$ cat src/rtl/wdg_pkg.sv
package wdg_pkg;
  localparam int KEY_W = 16;
  localparam logic [KEY_W-1:0] KEY_UNLOCK = 16'h5555;
  localparam logic [KEY_W-1:0] KEY_RELOAD = 16'hAAAA;
  localparam logic [KEY_W-1:0] KEY_START  = 16'hCCCC;

  typedef enum logic [2:0] {
    IDX_KEY  = 3'd0,
    IDX_PRE  = 3'd1,
    IDX_RLD  = 3'd2,
    IDX_STAT = 3'd3,
    IDX_WIN  = 3'd4,
    IDX_CTL  = 3'd5
  } reg_idx_e;

  typedef struct packed {
    logic start;
    logic reload;
  } key_cmd_t;
endpackage

$ cat src/rtl/wdg_bus_regs.sv
module wdg_bus_regs
  import wdg_pkg::*;
#(
  parameter int CNT_W       = 12,
  parameter int PR_W        = 3,
  parameter int BUSY_CYCLES = 8
) (
  input  logic             clk,
  input  logic             rst,
  input  logic             wr,
  input  logic             rd,
  input  logic [2:0]       widx,
  input  logic [1:0]       hw_en,
  input  logic [31:0]      wdata,
  output logic [31:0]      rdata,
  output key_cmd_t         cmd,
  output logic [PR_W-1:0]  pr_o,
  output logic [CNT_W-1:0] rl_o,
  output logic [CNT_W-1:0] win_o,
  output logic             dbg_stop_o
);
  localparam int BUSY_W = $clog2(BUSY_CYCLES + 1);
  localparam int NFIELD = 3;

  logic             locked_q;
  logic [PR_W-1:0]  pr_q;
  logic [CNT_W-1:0] rl_q, win_q;
  logic             dbg_q;
  logic [31:0]      rdata_q;
  logic             lo_wr, key_wr;
  logic [KEY_W-1:0] key_val;
  logic [NFIELD-1:0] cfg_wr, busy;
  logic             unused_hi;

  assign unused_hi = ^{wdata[31:16], hw_en[1]};
  assign lo_wr   = wr & hw_en[0];
  assign key_val = wdata[KEY_W-1:0];
  assign key_wr  = lo_wr && (widx == IDX_KEY);
  assign cfg_wr[0] = lo_wr && !locked_q && (widx == IDX_PRE);
  assign cfg_wr[1] = lo_wr && !locked_q && (widx == IDX_RLD);
  assign cfg_wr[2] = lo_wr && !locked_q && (widx == IDX_WIN);
  assign cmd.start  = key_wr && (key_val == KEY_START);
  assign cmd.reload = key_wr && (key_val == KEY_RELOAD);

  always_ff @(posedge clk) begin
    if (rst) begin
      locked_q <= 1'b1;
      pr_q     <= '0;
      rl_q     <= '1;
      win_q    <= '1;
      dbg_q    <= 1'b0;
    end else begin
      if (key_wr) locked_q <= (key_val != KEY_UNLOCK);
      if (cfg_wr[0]) pr_q  <= wdata[PR_W-1:0];
      if (cfg_wr[1]) rl_q  <= wdata[CNT_W-1:0];
      if (cfg_wr[2]) win_q <= wdata[CNT_W-1:0];
      if (lo_wr && widx == IDX_CTL) dbg_q <= wdata[0];
    end
  end

  for (genvar g = 0; g < NFIELD; g++) begin : g_busy
    logic [BUSY_W-1:0] left_q;
    always_ff @(posedge clk) begin
      if (rst)                left_q <= '0;
      else if (cfg_wr[g])     left_q <= BUSY_W'(BUSY_CYCLES);
      else if (left_q != '0)  left_q <= left_q - 1'b1;
    end
    assign busy[g] = (left_q != '0);

    assert_busy_set_R9: assert property (@(posedge clk) disable iff (rst)
      cfg_wr[g] |=> busy[g]);
  end

  always_ff @(posedge clk) begin
    if (rst) rdata_q <= '0;
    else if (rd) begin
      case (widx)
        IDX_PRE:  rdata_q <= 32'(pr_q);
        IDX_RLD:  rdata_q <= 32'(rl_q);
        IDX_STAT: rdata_q <= 32'(busy);
        IDX_WIN:  rdata_q <= 32'(win_q);
        IDX_CTL:  rdata_q <= 32'(dbg_q);
        default:  rdata_q <= '0;
      endcase
    end
  end

  assign rdata      = rdata_q;
  assign pr_o       = pr_q;
  assign rl_o       = rl_q;
  assign win_o      = win_q;
  assign dbg_stop_o = dbg_q;

  assert_locked_hold_R2: assert property (@(posedge clk) disable iff (rst)
    (lo_wr && locked_q && widx == IDX_RLD) |=> $stable(rl_q));
  assert_relock_R2: assert property (@(posedge clk) disable iff (rst)
    (key_wr && key_val != KEY_UNLOCK) |=> locked_q);
  assert_upper_only_R11: assert property (@(posedge clk) disable iff (rst)
    (wr && !hw_en[0]) |=> ($stable(locked_q) && $stable(win_q)));
endmodule

$ cat src/rtl/wdg_tick.sv
module wdg_tick #(
  parameter int PR_W      = 3,
  parameter int MAX_SHIFT = 6
) (
  input  logic            clk,
  input  logic            rst,
  input  logic            run,
  input  logic            freeze,
  input  logic            clear,
  input  logic [PR_W-1:0] pr,
  output logic            tick
);
  localparam int PRE_W = MAX_SHIFT + 3;

  logic [PRE_W-1:0] pre_q, ratio_m1;
  logic [PR_W-1:0]  shift;

  assign shift    = (pr > PR_W'(MAX_SHIFT)) ? PR_W'(MAX_SHIFT) : pr;
  assign ratio_m1 = (PRE_W'(4) << shift) - PRE_W'(1);
  assign tick     = run && !freeze && !clear && (pre_q >= ratio_m1);

  always_ff @(posedge clk) begin
    if (rst || clear)        pre_q <= '0;
    else if (run && !freeze) pre_q <= tick ? '0 : pre_q + 1'b1;
  end

  assert_prescaler_frozen_R10: assert property (@(posedge clk) disable iff (rst)
    (run && freeze && !clear) |=> $stable(pre_q));
endmodule

$ cat src/rtl/wdg_down_counter.sv
module wdg_down_counter
  import wdg_pkg::*;
#(
  parameter int CNT_W = 12
) (
  input  logic             clk,
  input  logic             rst,
  input  key_cmd_t         cmd,
  input  logic             tick,
  input  logic             freeze,
  input  logic [CNT_W-1:0] rl,
  input  logic [CNT_W-1:0] win,
  output logic             started,
  output logic             rst_req
);
  logic [CNT_W-1:0] cnt_q;
  logic             started_q, req_q;

  always_ff @(posedge clk) begin
    if (rst) begin
      started_q <= 1'b0;
      cnt_q     <= '1;
      req_q     <= 1'b0;
    end else begin
      req_q <= 1'b0;
      if (cmd.start) begin
        started_q <= 1'b1;
        cnt_q     <= rl;
      end else if (cmd.reload) begin
        cnt_q <= rl;
        if (started_q && (win != '1) && (cnt_q > win)) req_q <= 1'b1;
      end else if (tick) begin
        if (cnt_q == '0) begin
          req_q <= 1'b1;
          cnt_q <= rl;
        end else begin
          cnt_q <= cnt_q - 1'b1;
        end
      end
    end
  end

  assign started = started_q;
  assign rst_req = req_q;

  assert_decrement_R3: assert property (@(posedge clk) disable iff (rst)
    (tick && !cmd.start && !cmd.reload && cnt_q != '0) |=> (cnt_q == $past(cnt_q) - 1'b1));
  assert_no_stop_R4: assert property (@(posedge clk) disable iff (rst)
    started_q |=> started_q);
  assert_quiet_before_start_R6: assert property (@(posedge clk) disable iff (rst)
    (!started_q && !cmd.start) |=> !req_q);
  assert_count_frozen_R10: assert property (@(posedge clk) disable iff (rst)
    (started_q && freeze && !cmd.start && !cmd.reload) |=> $stable(cnt_q));
endmodule

$ cat src/rtl/keyed_window_wdt.sv
module keyed_window_wdt
  import wdg_pkg::*;
#(
  parameter int CNT_W       = 12,
  parameter int PR_W        = 3,
  parameter int MAX_SHIFT   = 6,
  parameter int BUSY_CYCLES = 8
) (
  input  logic        clk,
  input  logic        rst,
  input  logic        bus_wr,
  input  logic        bus_rd,
  input  logic [2:0]  bus_widx,
  input  logic [1:0]  bus_hw_en,
  input  logic [31:0] bus_wdata,
  output logic [31:0] bus_rdata,
  input  logic        dbg_halt,
  output logic        rst_req
);
  key_cmd_t         cmd;
  logic [PR_W-1:0]  pr;
  logic [CNT_W-1:0] rl, win;
  logic             dbg_stop, freeze, started, tick;

  assign freeze = dbg_halt & dbg_stop;

  wdg_bus_regs #(.CNT_W(CNT_W), .PR_W(PR_W), .BUSY_CYCLES(BUSY_CYCLES)) u_regs (
    .clk(clk), .rst(rst), .wr(bus_wr), .rd(bus_rd), .widx(bus_widx),
    .hw_en(bus_hw_en), .wdata(bus_wdata), .rdata(bus_rdata), .cmd(cmd),
    .pr_o(pr), .rl_o(rl), .win_o(win), .dbg_stop_o(dbg_stop)
  );

  wdg_tick #(.PR_W(PR_W), .MAX_SHIFT(MAX_SHIFT)) u_tick (
    .clk(clk), .rst(rst), .run(started), .freeze(freeze),
    .clear(cmd.start | cmd.reload), .pr(pr), .tick(tick)
  );

  wdg_down_counter #(.CNT_W(CNT_W)) u_cnt (
    .clk(clk), .rst(rst), .cmd(cmd), .tick(tick), .freeze(freeze),
    .rl(rl), .win(win), .started(started), .rst_req(rst_req)
  );

  assert_req_needs_start_R4: assert property (@(posedge clk) disable iff (rst)
    rst_req |-> started);
endmodule

$ cat config.mk
export PLATFORM = sky130hd
export DESIGN_NAME = keyed_window_wdt
export DESIGN_NICKNAME = d
export VERILOG_FILES = /design/src/rtl/wdg_pkg.sv /design/src/rtl/wdg_bus_regs.sv /design/src/rtl/wdg_tick.sv /design/src/rtl/wdg_down_counter.sv /design/src/rtl/keyed_window_wdt.sv
export SDC_FILE = /design/constraint.sdc
export NUM_CORES = 1
export LEC_CHECK = 0
export BUFFER_PORTS_ARGS = -buffer_cell sky130_fd_sc_hd__buf_2
export CAP_MARGIN = 25
export CELL_PAD_IN_SITES_DETAIL_PLACEMENT = 0
export CELL_PAD_IN_SITES_GLOBAL_PLACEMENT = 2
export CORE_MARGIN = 5
export CORE_UTILIZATION = 30
export CTS_BUF_LIST = sky130_fd_sc_hd__clkbuf_4
export CTS_CLUSTER_DIAMETER = 60
export DETAILED_ROUTE_END_ITERATION = 10
export MAX_ROUTING_LAYER = met4
export PLACE_DENSITY_LB_ADDON = 0.15
export REMOVE_ABC_BUFFERS = 1
export SETUP_SLACK_MARGIN = 0.2
export SLEW_MARGIN = 20
export SYNTH_ARGS = -nofsm -noshare
export SYNTH_HDL_FRONTEND = slang
export SYNTH_HIERARCHICAL = 1
export SYNTH_SLANG_ARGS = --single-unit
$ cat constraint.sdc
create_clock -name clk -period 3.55 [get_ports clk]
set_clock_uncertainty 0.2 [all_clocks]
set_input_delay 0 -clock clk [delete_from_list [all_inputs] [get_ports clk]]
set_output_delay 0 -clock clk [all_outputs]
set_load 0.1 [all_outputs]
==> out/qor.yml <==
outcome:
  status: "complete, no violations"
placement:
  portBuffers: 37
  pre_cts_slack_ps: 467.6
  dp.cells: 764
  place_congestion: 0.7886
  dp_hpwl_um: 9471
grt:
  grt_overflow: 0
  grt_pass1_vias: 3913
  grt_use_total_pct: 15.01
  grt_first_pass_wirelength_um: 21080
  antenna_found_initial: 0
  grt_max_degree: 47
synthesis:
  async_flop_share_pct: 0
  synth_ff_type: "dfxtp_1"
  syn_area_mm2: 0.004671
  yosysWarningCount: 6
  avgSynthCellArea_um2: 8.634
  ys_ff_latch: 76
  synth-edff-count: 0
  synth.distinct_cells: 73
  synthCells: 541
  ys_seq_area_share_pct: 32.57
die:
  core_area_mm2: 0.01526
  rows: 45
  initial_core_util_pct: 30.61
  die_h_um: 134.8
  die-area_mm2: 0.01816
  die_w_um: 134.8
  pin_count: 75
cts:
  cts_tree: "yes"
  cts.clk_slew.worst_paths_ps: 130
  cts_buffers: 9
  root_buffer: "clkbuf_4"
  clkLatencyLatePin_ps: 440
  cts_max_level: 3
  cts_num_sinks: 76
  clk_path_buf_depth: 2
cells_and_area:
  stdcell_count: 807
  nFillCells: 1592
  nNetsFinal: 663
  num_antenna_cells: 0
  layout-drive-gt1-share_pct: 13.26
  area_delta_synth_final_pct: 13.37
route:
  antenna_left: 0
  drt_pass1_iterations: 4
  wl_per_cell_um: 15.88
  via_count: 3988
  drt_iter0_drc: 290
  routed_via_density: 4.942
  routed_wl_um: 12810
  drc: 0
timing:
  layout_setup_ws_ps: 465.6
  worst_slew_pin_slew_ps: 914.6
  setup_violations: 0
  setup_tns_ps: 0
  period_needed_ps: 3084
  max_freq_ghz: 0.3242
  hold_violations: 0
  min_period_over_period_pct: 86.88
  rsz0062_at_grt: "false"
  maxSlewHeadroom_pct: 38.74
  slew_viol_final: 0
setup_path:
  cp-end-kind: "flip-flop"
  arrival_ps: 3250
  worstPathRequired_ps: 3710
  crit_fanout: 10
  crit_type: "reg2reg"
  cp-start-kind: "flip-flop"
pwr:
  p_per_area_mw_per_mm2: 387.1
  power_switching_share_pct: 36.62
  comb_power_share_pct: 30.1
  pwr-share-seq_pct: 48.0
  vdd_drop_max_uv: 316.2
  power.leakage_nw: 2.171
  p_sw_uw: 750.6
  power_frac_clock_pct: 21.9
  p_int_mw: 1.299
flow_run:
  drv_cap: 0
worst_hold_path:
  hp-class: "in2reg"
==> metrics by stage <==
| stage | power [mW] | hold WS, ps | utilization (%) | area [µm²] |
|---|---|---|---|---|
| floorplan | 1.472 | -131.1 | - | 4409 |
| global placement | 1.588 | 53.61 | 32.19 | 4911 |
| detailed placement | 1.600 | 59.18 | 32.19 | 4911 |
| CTS | 2.092 | 90.94 | 34.70 | 5295 |
| global route | 2.188 | 133.1 | 34.70 | 5295 |
| finish | 2.050 | 141.6 | 34.70 | 5295 |
==> routing by layer <==
| layer | routed length [µm] | GRT usage, % | part of all wire (%) |
|---|---|---|---|
| met5 | 0 | - | 0 |
| met4 | 238 | 5.486 | 1.9 |
| met3 | 325 | 1.937 | 2.5 |
| met2 | 5654 | 22.01 | 44 |
| met1 | 6593 | 21.11 | 51 |
==> worst paths after layout <==
kind,startpoint,endpoint,slack [ps],cells past startpoint
max,u_regs/pr_o[2]$_SDFFE_PP0P_,u_cnt/rst_req$_SDFF_PP0_,470,10
min,bus_wdata[3],u_regs/rl_o[3]$_SDFFE_PP1P_,140,3
max reg2reg,u_regs/pr_o[2]$_SDFFE_PP0P_,u_cnt/rst_req$_SDFF_PP0_,470,10
min reg2reg,u_regs/rdata[1]$_SDFFE_PP0P_,u_regs/rdata[1]$_SDFFE_PP0P_,290,2
==> sequential cells by signal, summed over array words and instances, names as in the netlist <==
register              count
u_regs/win_o             12
u_regs/pr_o               3
u_cnt/cnt_q              12
u_cnt/rst_req             1
u_regs/g_busy.left_q     12
u_tick/pre_q              9
u_regs/rdata             12
u_regs/dbg_stop_o         1
u_regs/rl_o              12
u_cnt/started             1
u_regs/locked_q           1
==> synth_stat cells, drive strengths merged (3+ instances only) <==
cell | count | share of area, %
nor3b | 3 | 0.48
inv | 21 | 1.7
clkbuf | 18 | 1.4
nor4b | 3 | 1.3
and2 | 3 | 0.46
buf | 33 | 5.7
a31oi | 3 | 0.40
nor4bb | 7 | 1.5
nor4 | 11 | 1.5
nand2 | 19 | 1.5
ha | 28 | 7.5
a221oi | 4 | 0.75
nor2b | 22 | 3.1
nor2 | 55 | 4.4
xor2 | 9 | 1.7
a21o | 4 | 0.67
nand2b | 3 | 0.40
o21a | 4 | 0.64
nor3 | 38 | 4.1
nand3 | 18 | 1.9
o31ai | 3 | 0.59
dfxtp | 76 | 33
a21oi | 35 | 4.2
a2bb2oi | 3 | 0.56
a211o | 12 | 2.3
and2b | 7 | 1.2
nand4 | 9 | 1.2
a2111oi | 5 | 1.5
nand3b | 3 | 0.48
a211oi | 6 | 0.96
a31o | 3 | 0.56
or3 | 7 | 0.94
mux2i | 7 | 1.5
xnor2 | 4 | 0.75
o21ai | 14 | 1.5
a22o | 9 | 1.7
==> layout make-up <==
type | count | area, µm² | share of cell area (%)
multi-input cells | 411 | 2805 | 52.98
flip-flops and latches | 76 | 1521 | 28.73
repair buffers | 73 | 528.0 | 9.972
well taps | 211 | 264.0 | 4.986
inverters | 22 | 82.58 | 1.560
clock buffers | 10 | 75.07 | 1.418
clock inverters | 4 | 18.77 | 0.3544
==> worst max-delay path: stages (launching register included) <==
cell	delay [ps]
dfxtp_1	500
o21ai_0	160
ha_1	310
nand4_1	200
a21o_2	250
a211oi_1	320
clkinv_1	110
buf_4	190
nor4_1	430
a2bb2oi_1	110
a31oi_1	220
==> logic make-up (layout without fill, tap and decap cells) <==
family / count (synthesis) / in the layout / synth area share (%)
compound gates: 119 / 119 / 19.61
mux: 9 / 9 / 1.982
fa+ha+maj: 28 / 28 / 7.501
other cells: 2 / 21 / 0.1608
simple gates: 221 / 221 / 26.84
xor+xnor: 13 / 13 / 2.438
buf+inv: 73 / 109 / 8.893
flops: 76 / 76 / 32.57
==> what timing repair did <==
action                    CTS  global route
hold endpoints to repair   51             0
resized for setup           0             0
buffers inserted            0             0
hold buffers               29             0
==> power by group through the flow <==
| stage | Sequential [mW] | Combinational (mW) | Clock, mW |
|---|---|---|---|
| after global routing | 0.995 | 0.681 | 0.512 |
| after detailed placement | 1.00 | 0.598 | 0 |
| after global placement | 1.00 | 0.587 | 0 |
| final | 0.983 | 0.617 | 0.450 |
| after floorplan | 1.03 | 0.442 | 0 |
| after CTS | 0.984 | 0.622 | 0.486 |
==> cells in the final DEF, fill, tap and decap left out, types with 19 or more instances in the layout <==
cell / netlist / routed
a21oi_1: 29 / 29
buf_2: 5 / 37
conb_1: 2 / 21
dfxtp_1: 76 / 76
dlygate4sd3_1: 0 / 29
ha_1: 28 / 28
inv_1: 21 / 21
nand2_1: 19 / 19
nor2_1: 55 / 55
nor2b_1: 21 / 21
nor3_1: 38 / 38
Note: power is estimated with default switching activity, not from simulation.
